[src/rtl/bitop_pkg.sv]
package bitop_pkg;

  typedef enum logic [3:0] {
    OP_NOP        = 4'd0,
    OP_BSET       = 4'd1,
    OP_BCLR       = 4'd2,
    OP_BINV       = 4'd3,
    OP_BR_SET     = 4'd4,
    OP_BR_CLR     = 4'd5,
    OP_BR_SET_CLR = 4'd6,
    OP_C_LOAD     = 4'd7,
    OP_C_STORE    = 4'd8,
    OP_C_AND      = 4'd9,
    OP_C_ANDN     = 4'd10,
    OP_C_OR       = 4'd11,
    OP_C_ORN      = 4'd12,
    OP_C_SET      = 4'd13,
    OP_C_CLR      = 4'd14,
    OP_C_INV      = 4'd15
  } bop_e;

  typedef enum logic [1:0] {SRC_ONE, SRC_ZERO, SRC_INV, SRC_CY} bsrc_e;
  typedef enum logic [2:0] {CY_KEEP, CY_LOAD, CY_AND, CY_ANDN, CY_OR, CY_ORN} cyop_e;
  typedef enum logic [1:0] {BR_NONE, BR_IFSET, BR_IFCLR} brc_e;
  typedef enum logic [1:0] {ST_IDLE, ST_EXEC, ST_WRITE} bst_e;

  typedef struct packed {
    logic  need_rd;
    logic  wr;
    logic  wr_if_set;
    logic  force_cy;
    bsrc_e src;
    cyop_e cy;
    brc_e  br;
  } bctl_t;

endpackage

[src/rtl/bitop_decode.sv]
module bitop_decode
  import bitop_pkg::*;
(
  input  bop_e  op,
  output bctl_t ctl
);
  always_comb begin
    ctl = '{need_rd: 1'b0, wr: 1'b0, wr_if_set: 1'b0, force_cy: 1'b0,
            src: SRC_ONE, cy: CY_KEEP, br: BR_NONE};
    unique case (op)
      OP_NOP:        ;
      OP_BSET:       begin ctl.wr = 1'b1; ctl.src = SRC_ONE; end
      OP_BCLR:       begin ctl.wr = 1'b1; ctl.src = SRC_ZERO; end
      OP_BINV:       begin ctl.need_rd = 1'b1; ctl.wr = 1'b1; ctl.src = SRC_INV; end
      OP_BR_SET:     begin ctl.need_rd = 1'b1; ctl.br = BR_IFSET; end
      OP_BR_CLR:     begin ctl.need_rd = 1'b1; ctl.br = BR_IFCLR; end
      OP_BR_SET_CLR: begin
        ctl.need_rd = 1'b1; ctl.br = BR_IFSET;
        ctl.wr = 1'b1; ctl.wr_if_set = 1'b1; ctl.src = SRC_ZERO;
      end
      OP_C_LOAD:     begin ctl.need_rd = 1'b1; ctl.cy = CY_LOAD; end
      OP_C_STORE:    begin ctl.wr = 1'b1; ctl.src = SRC_CY; end
      OP_C_AND:      begin ctl.need_rd = 1'b1; ctl.cy = CY_AND; end
      OP_C_ANDN:     begin ctl.need_rd = 1'b1; ctl.cy = CY_ANDN; end
      OP_C_OR:       begin ctl.need_rd = 1'b1; ctl.cy = CY_OR; end
      OP_C_ORN:      begin ctl.need_rd = 1'b1; ctl.cy = CY_ORN; end
      OP_C_SET:      begin ctl.force_cy = 1'b1; ctl.wr = 1'b1; ctl.src = SRC_ONE; end
      OP_C_CLR:      begin ctl.force_cy = 1'b1; ctl.wr = 1'b1; ctl.src = SRC_ZERO; end
      OP_C_INV:      begin
        ctl.force_cy = 1'b1; ctl.need_rd = 1'b1; ctl.wr = 1'b1; ctl.src = SRC_INV;
      end
      default:       ;
    endcase
  end
endmodule

[src/rtl/bitop_eval.sv]
module bitop_eval
  import bitop_pkg::*;
(
  input  bsrc_e src,
  input  cyop_e cyop,
  input  brc_e  br,
  input  logic  wr,
  input  logic  wr_if_set,
  input  logic  bit_val,
  input  logic  cy,
  output logic  new_bit,
  output logic  new_cy,
  output logic  take,
  output logic  do_wr
);
  always_comb begin
    unique case (src)
      SRC_ONE:  new_bit = 1'b1;
      SRC_ZERO: new_bit = 1'b0;
      SRC_INV:  new_bit = ~bit_val;
      default:  new_bit = cy;
    endcase
    unique case (cyop)
      CY_LOAD: new_cy = bit_val;
      CY_AND:  new_cy = cy & bit_val;
      CY_ANDN: new_cy = cy & ~bit_val;
      CY_OR:   new_cy = cy | bit_val;
      CY_ORN:  new_cy = cy | ~bit_val;
      default: new_cy = cy;
    endcase
    unique case (br)
      BR_IFSET: take = bit_val;
      BR_IFCLR: take = ~bit_val;
      default:  take = 1'b0;
    endcase
    do_wr = wr & (~wr_if_set | bit_val);
  end
endmodule

[src/rtl/bitop_target.sv]
module bitop_target #(
  parameter int PC_W  = 16,
  parameter int OFF_W = 8
) (
  input  logic [PC_W-1:0]  next_pc,
  input  logic [OFF_W-1:0] off,
  output logic [PC_W-1:0]  target
);
  logic [PC_W-1:0] off_ext;
  generate
    if (PC_W > OFF_W) begin : g_sext
      assign off_ext = {{(PC_W-OFF_W){off[OFF_W-1]}}, off};
    end else begin : g_trunc
      assign off_ext = off[PC_W-1:0];
    end
  endgenerate
  assign target = next_pc + off_ext;
endmodule

[src/rtl/bitop_unit.sv]
module bitop_unit
  import bitop_pkg::*;
#(
  parameter int ADDR_W = 8,
  parameter int OFF_W  = 8,
  parameter int PC_W   = 16,
  parameter logic [ADDR_W-1:0] CARRY_ADDR = 8'hD7
) (
  input  logic              clk,
  input  logic              rst,
  input  logic              op_valid,
  input  logic [3:0]        op_code,
  input  logic [ADDR_W-1:0] op_bit,
  input  logic [OFF_W-1:0]  op_off,
  input  logic [PC_W-1:0]   op_next_pc,
  output logic              busy,
  output logic              mem_rd_en,
  output logic              mem_wr_en,
  output logic [ADDR_W-1:0] mem_addr,
  output logic              mem_wr_data,
  input  logic              mem_rd_data,
  output logic              carry,
  output logic              br_taken,
  output logic [PC_W-1:0]   br_target
);
  bst_e              st_q;
  bctl_t             ctl_in;
  logic              accept;
  logic [ADDR_W-1:0] ea_in;
  logic              alias_in;

  bsrc_e             src_q;
  cyop_e             cyop_q;
  brc_e              br_q;
  logic              wr_q, wrif_q, alias_q;
  logic [ADDR_W-1:0] addr_q;
  logic [PC_W-1:0]   pc_q;
  logic [OFF_W-1:0]  off_q;
  logic              cy_q, wdat_q, taken_q;
  logic [PC_W-1:0]   tgt_q;

  logic              bit_val, new_bit, new_cy, take, do_wr;
  logic [PC_W-1:0]   tgt_c;

  bitop_decode u_dec (.op(bop_e'(op_code)), .ctl(ctl_in));

  assign accept   = op_valid && (st_q == ST_IDLE);
  assign ea_in    = ctl_in.force_cy ? CARRY_ADDR : op_bit;
  assign alias_in = (ea_in == CARRY_ADDR);
  assign bit_val  = alias_q ? cy_q : mem_rd_data;

  bitop_eval u_eval (
    .src(src_q), .cyop(cyop_q), .br(br_q), .wr(wr_q), .wr_if_set(wrif_q),
    .bit_val(bit_val), .cy(cy_q),
    .new_bit(new_bit), .new_cy(new_cy), .take(take), .do_wr(do_wr)
  );

  bitop_target #(.PC_W(PC_W), .OFF_W(OFF_W)) u_tgt (
    .next_pc(pc_q), .off(off_q), .target(tgt_c)
  );

  always_ff @(posedge clk) begin
    if (rst) begin
      st_q    <= ST_IDLE;
      src_q   <= SRC_ONE;
      cyop_q  <= CY_KEEP;
      br_q    <= BR_NONE;
      wr_q    <= 1'b0;
      wrif_q  <= 1'b0;
      alias_q <= 1'b0;
      addr_q  <= '0;
      pc_q    <= '0;
      off_q   <= '0;
      cy_q    <= 1'b0;
      wdat_q  <= 1'b0;
      taken_q <= 1'b0;
      tgt_q   <= '0;
    end else begin
      taken_q <= 1'b0;
      unique case (st_q)
        ST_IDLE: if (accept) begin
          src_q   <= ctl_in.src;
          cyop_q  <= ctl_in.cy;
          br_q    <= ctl_in.br;
          wr_q    <= ctl_in.wr;
          wrif_q  <= ctl_in.wr_if_set;
          alias_q <= alias_in;
          addr_q  <= ea_in;
          pc_q    <= op_next_pc;
          off_q   <= op_off;
          st_q    <= ST_EXEC;
        end
        ST_EXEC: begin
          taken_q <= take;
          tgt_q   <= tgt_c;
          if (do_wr && alias_q) cy_q <= new_bit;
          else                  cy_q <= new_cy;
          if (do_wr && !alias_q) begin
            wdat_q <= new_bit;
            st_q   <= ST_WRITE;
          end else begin
            st_q   <= ST_IDLE;
          end
        end
        default: st_q <= ST_IDLE;
      endcase
    end
  end

  assign busy        = (st_q != ST_IDLE);
  assign mem_rd_en   = accept && ctl_in.need_rd && !alias_in;
  assign mem_wr_en   = (st_q == ST_WRITE);
  assign mem_addr    = (st_q == ST_WRITE) ? addr_q : ea_in;
  assign mem_wr_data = wdat_q;
  assign carry       = cy_q;
  assign br_taken    = taken_q;
  assign br_target   = tgt_q;


  carry_alias_wr_chk: assert property (@(posedge clk) disable iff (rst)
    mem_wr_en |-> (mem_addr != CARRY_ADDR));

  rd_then_busy_chk: assert property (@(posedge clk) disable iff (rst)
    mem_rd_en |=> busy);

  wr_single_chk: assert property (@(posedge clk) disable iff (rst)
    mem_wr_en |=> !mem_wr_en);

  wr_in_busy_chk: assert property (@(posedge clk) disable iff (rst)
    mem_wr_en |-> busy);

  br_pulse_chk: assert property (@(posedge clk) disable iff (rst)
    br_taken |=> !br_taken);

  no_rd_busy_chk: assert property (@(posedge clk) disable iff (rst)
    $past(busy) && busy |-> !mem_rd_en);

endmodule

[config.mk]
export PLATFORM = sky130hd
export DESIGN_NAME = bitop_unit
export DESIGN_NICKNAME = d
export VERILOG_FILES = /design/src/rtl/bitop_pkg.sv /design/src/rtl/bitop_decode.sv /design/src/rtl/bitop_eval.sv /design/src/rtl/bitop_target.sv /design/src/rtl/bitop_unit.sv
export SDC_FILE = /design/constraint.sdc
export NUM_CORES = 1
export LEC_CHECK = 0
export BUFFER_PORTS_ARGS = -buffer_cell sky130_fd_sc_hd__buf_2
export CAP_MARGIN = 10
export CORE_ASPECT_RATIO = 1.4
export CORE_MARGIN = 1
export CORE_UTILIZATION = 50
export CTS_BUF_LIST = sky130_fd_sc_hd__clkbuf_16
export DETAILED_ROUTE_END_ITERATION = 16
export MAX_ROUTING_LAYER = met4
export PLACE_DENSITY = 0.73
export SLEW_MARGIN = 20
export SYNTH_ARGS = -nofsm -noshare
export SYNTH_HDL_FRONTEND = slang
export SYNTH_HIERARCHICAL = 1
export SYNTH_SLANG_ARGS = --single-unit
export TNS_END_PERCENT = 100
[constraint.sdc]
create_clock -name clk -period 2.4 [get_ports clk]
set_input_delay 0.12 -clock clk [delete_from_list [all_inputs] [get_ports clk]]
set_output_delay 0.12 -clock clk [all_outputs]
set_load 0.05 [all_outputs]
== Yosys cells after proc, flatten, opt, wreduce, memory -nomap -nowiden ==
Cells that the tools add are included.
Storage, ports and cells
  bits in registers: 63
  output and inout port bits: 30
Operators by class
  add/subtract/negate cells: 1
  equal/unequal tests: 28
  muxes and demuxes: 17
  reductions and logical operators: 21
  bitwise gates (word level): 9
Operators by type and width (number)
  $eq 4x4->1 const B: 8
  $add 16x16->16: 1
  $eq 4x3->1 const B: 4
  $mux 8: 2
  $pmux 3 s5: 1
  $reduce_or 10->1: 1
  $eq 4x2->1 const B: 2
  $eq 8x8->1 const B: 1
  $pmux 2 s2: 2
  $reduce_or 8->1: 1
  $eq 2x1->1 const B: 3
  $eq 2x2->1 const B: 3
  $eq 3x2->1 const B: 2
  $eq 3x3->1 const B: 2
  $mux 1: 6
  $pmux 2 s3: 1
  $reduce_and 2->1: 3
  $reduce_bool 6->1: 1
  $reduce_or 2->1: 3
  $reduce_or 3->1: 2
  $logic_and 1x1->1: 5
  $pmux 1 s5: 1
  $eq 4x1->1 const B: 1
  $logic_not 2->1: 2
  other kinds (10): 18

== Longest topological paths before layout ==
  depth in word-level cells: 7
  depth in mapped cells: 9
  gate-level depth less buffers: 9

== Hierarchy ==
The synthesis kept the hierarchy.
Modules (own cells, without submodules)
  bitop_unit: cells an instance 300, times used 1, sequential area each 1261.2 um^2, area each 2389.8 um^2
  bitop_target: cells an instance 107, times used 1, sequential area each 0.0 um^2, area each 853.3 um^2
  bitop_decode: cells an instance 32, times used 1, sequential area each 0.0 um^2, area each 196.4 um^2
  bitop_eval: cells an instance 15, times used 1, sequential area each 0.0 um^2, area each 100.1 um^2

== Worst setup path after synthesis ==
No wires, ideal clock.
  path type: flip-flop to flip-flop
  from: register pc_q[0]
  to: register tgt_q[14] (netlist: br_target[14])
  stages on the path, launching flop included: 10
  required time: 2330 ps
  data arrival time: 2207 ps
  period minus slack after synthesis: 2278 ps
  setup slack: 122 ps
  path buffers: 0
  cells stage by stage: dfxtp_1 -> ha_1 -> fa_1 -> a21oi_4 -> o221ai_4 -> a31oi_4 -> or4b_1 -> o311ai_1 -> nand2_1 -> a21oi_1
Between the ends
  longest elaborated chain between the ends: 1
RTL lines
  from (decl): RTL line bitop_unit.sv:37  | logic [PC_W-1:0] pc_q;
  from (signal assigned): RTL line bitop_unit.sv:89  | pc_q <= op_next_pc;
  $add 16x16->16: RTL line bitop_target.sv:17  | assign target = next_pc + off_ext;
  via tgt_c[14]: RTL line bitop_unit.sv:43  | logic [PC_W-1:0] tgt_c;
  to (signal assigned): RTL line bitop_unit.sv:95  | tgt_q <= tgt_c;
  to (decl): RTL line bitop_unit.sv:40  | logic [PC_W-1:0] tgt_q;
The timed path passes the listed nets, and every way through them passes these cells.
A chain may end at the register's enable or synchronous reset.

== Final worst setup path ==
Ends and elaborated chain as after synthesis.

==> results.cfg <==
[timing]
fin_hold_ws_ns = 0.0274
finClkSkew_ns = 0.00881
slew_violations = 0
hold_viol_final = 0
fin_crit_sh_pct = 93.8
finalSetupViolCount = 0
grt_setup_unrepaired = no
worstMarginPinSlew_ns = 0.719
fin_ws_ns = 0.149
fmax_mhz = 444
finalCriticalPeriod_ns = 2.25
fin_tns_setup_ns = 0
slew_headroom_pct = 52.1

[floorplan]
chipHeight_um = 102
die_w_um = 73.1
start_util_pct = 52.8
coreArea_mm2 = 0.00670
std_cell_rows = 35
fp.dieArea_mm2 = 0.00742
pin_count = 70

[yosys]
yosys_register_bits = 63
synth_cells = 454
synth_nets = 510
synth_ff_type = dfxtp_1
seq_area_frac_synth_pct = 35.6
netlist_area_mm2 = 0.00354
yosysUniqueCellTypes = 61
yosysWarnings = 6
synth-edff-count = 0
synthArstFlopShare_pct = 0
avgSynthCellArea_um2 = 7.80

[power]
p_switching_uw = 815
power_frac_seq_pct = 39.4
clkPwrFrac_pct = 42.2
p_comb_share_pct = 18.4
leakage_uw = 0.00180
intPower_uw = 2080
peakVddDrop_mv = 0.359
sw_frac_of_total_pct = 28.2
cellPowerDensity_mw_per_mm2 = 687

[route]
wl_per_cell_um = 12.8
drtIter0Drc = 222
drt_wl_total_mm = 7.82
via_count = 3291
drc = 0
drtPass1Iterations = 4
ant_nets = 0
routed_via_density = 5.38

[final_layout]
layout-drive-gt1-share_pct = 21.3
area_delta_synth_final_pct = 18.9
nets = 571
multi_input_area_mm2 = 0.00207
fill_cells = 638
regArea_mm2 = 0.00126
diodes = 0

[global_routing]
antenna_found_initial = 0
grt_max_degree = 31
overflow = 0
grtUsageTotal_pct = 23.8
grt_pass1_wl_mm = 13.4
grt_pass1_vias = 3080

[clock_network]
clock-sinks = 63
clock_latency_ns = 0.33
htree_levels = 3
clk_pin_slew_ns = 0.05
cts_max_path_buffers = 2
cts_tree = built
ctsHoldBuffers = 0
root_buffer = clkbuf_16
numCtsBuffers = 9

[min_path]
hold_class = input port to flop
hold_path_end = pc_q[12]$_SDFFE_PP0P_
hp-start = op_next_pc[12]
whs_path_depth = 3

[worst_setup_path]
worstSetupPathType = flop to flop
end_kind = flop
rr_endpoint = br_target[14]$_SDFFE_PP0P_
rrSetupSlack_ns = 0.15
r2r-start = pc_q[0]$_SDFFE_PP0P_
worstRegToRegCells = 9
crit_required_ns = 2.66
worstSetupStartpointType = flop
cp.arrival_ns = 2.51
crit_fanout = 4

[status]
status = finished clean

[placement]
gp_congestion = 0.883
port_buffers = 69
hpwlAfterDp_mm = 5.67
place_ws_ns = 0.0230

[run]
drv_cap = 0
==> stage by stage <==
stage	util [%]	instance area (um^2)	std cells	total power, uW
global route	62.8	4210	612	3030
detailed placement	58.3	3910	594	1690
CTS	62.6	4190	610	2920
global placement	58.3	3910	594	1680
finish	62.8	4210	612	2890
floorplan	-	3540	454	1570
==> synth_stat cells, drive strengths merged, types with 3 or more instances <==
library cell / number / area share [%]
a211oi: 9 / 2.2
a21oi: 70 / 11
a221oi: 3 / 0.92
buf: 22 / 4.2
clkbuf: 8 / 0.85
dfxtp: 63 / 36
ha: 15 / 5.3
inv: 11 / 1.2
mux2: 3 / 0.95
nand2: 115 / 12
nand2b: 9 / 1.7
nand3: 4 / 0.57
nand3b: 3 / 0.64
nand4b: 3 / 0.74
nor2: 34 / 3.6
nor2b: 6 / 1.3
nor3: 8 / 1.1
o21ai: 11 / 1.6
o311ai: 3 / 0.74
xnor2: 7 / 1.7
xor2: 7 / 1.7
==> per-layer routing <==
metal  wire [um]  part of all wire [%]  GRT usage [%]
met3         260                   3.3           3.68
met2        4170                    53           41.5
met4         126                   1.6           11.0
met1        3260                    42           26.3
met5           0                     0              -
==> cell families after synthesis <==
family / synth area share (%)
AO/OA/AOI/OAI: 21.6
XOR/XNOR: 3.46
AND/OR/NAND/NOR: 25.7
flip-flops: 35.6
buffers and inverters: 6.19
multiplexers: 1.52
adder cells (fa/ha/maj): 5.87
==> worst max-delay path by stage <==
stage | startpoint | endpoint | slack (ns) | depth (start not counted)
after floorplan | pc_q[0]$_SDFFE_PP0P_ | br_target[14]$_SDFFE_PP0P_ | 0.12 | 9
after global placement | pc_q[0]$_SDFFE_PP0P_ | br_target[14]$_SDFFE_PP0P_ | 0.06 | 9
after detailed placement | pc_q[0]$_SDFFE_PP0P_ | br_target[14]$_SDFFE_PP0P_ | 0.02 | 9
after CTS | pc_q[0]$_SDFFE_PP0P_ | br_target[14]$_SDFFE_PP0P_ | 0.01 | 9
after global routing | off_q[7]$_SDFFE_PP0P_ | br_target[14]$_SDFFE_PP0P_ | 0.01 | 9
final | pc_q[0]$_SDFFE_PP0P_ | br_target[14]$_SDFFE_PP0P_ | 0.15 | 9
==> layout make-up <==
cell class	count	area share, %
multi-input combinational	350	49.1
timing repair buffer	80	10.5
clock buffer	9	5.35
clock inverter	7	1.37
sequential	63	30.0
inverter	11	0.981
tap	92	2.73
==> cell usage in the layout, fill, tap and decap left out, types with 5 or more instances in the layout <==
| cell | count |
|---|---|
| xnor2_1 | 7 |
| nor3_1 | 8 |
| inv_1 | 14 |
| a21oi_1 | 67 |
| o21ai_0 | 5 |
| nor2b_1 | 5 |
| xor2_1 | 7 |
| ha_1 | 15 |
| nor2_1 | 34 |
| buf_2 | 69 |
| nand2b_1 | 8 |
| a211oi_1 | 7 |
| buf_4 | 10 |
| o21ai_1 | 6 |
| dfxtp_1 | 63 |
| nand2_1 | 114 |
| clkbuf_16 | 9 |
==> registers in the layout, indices dropped and copies added, names as in the netlist, 2 cells and up <==
name,cells
pc_q,16
st_q,2
br_q,2
src_q,2
addr_q,8
off_q,8
cyop_q,3
br_target,16
==> worst max-delay path, stage by stage (launching register included) <==
cell and delay [ns]:
dfxtp_1 0.31, ha_1 0.23, fa_2 0.41, a21oi_4 0.17, o221ai_4 0.15, a31oi_4 0.19
or4b_1 0.44, o311ai_1 0.10, nand2_1 0.08, a21oi_1 0.11
==> power groups by stage <==
| stage | Combinational [uW] | Sequential [uW] | Clock, uW |
|---|---|---|---|
| finish | 532 | 1140 | 1220 |
| detailed placement | 528 | 1160 | 0 |
| CTS | 532 | 1140 | 1250 |
| global placement | 520 | 1160 | 0 |
| floorplan | 366 | 1200 | 0 |
| global route | 589 | 1150 | 1290 |
==> timing repair <==
item | in CTS | in global routing
setup buffers | 0 | 2
endpoints found under the setup margin | 0 | 2
gates resized for setup | 0 | 1
(Power assumes the default switching activity.)
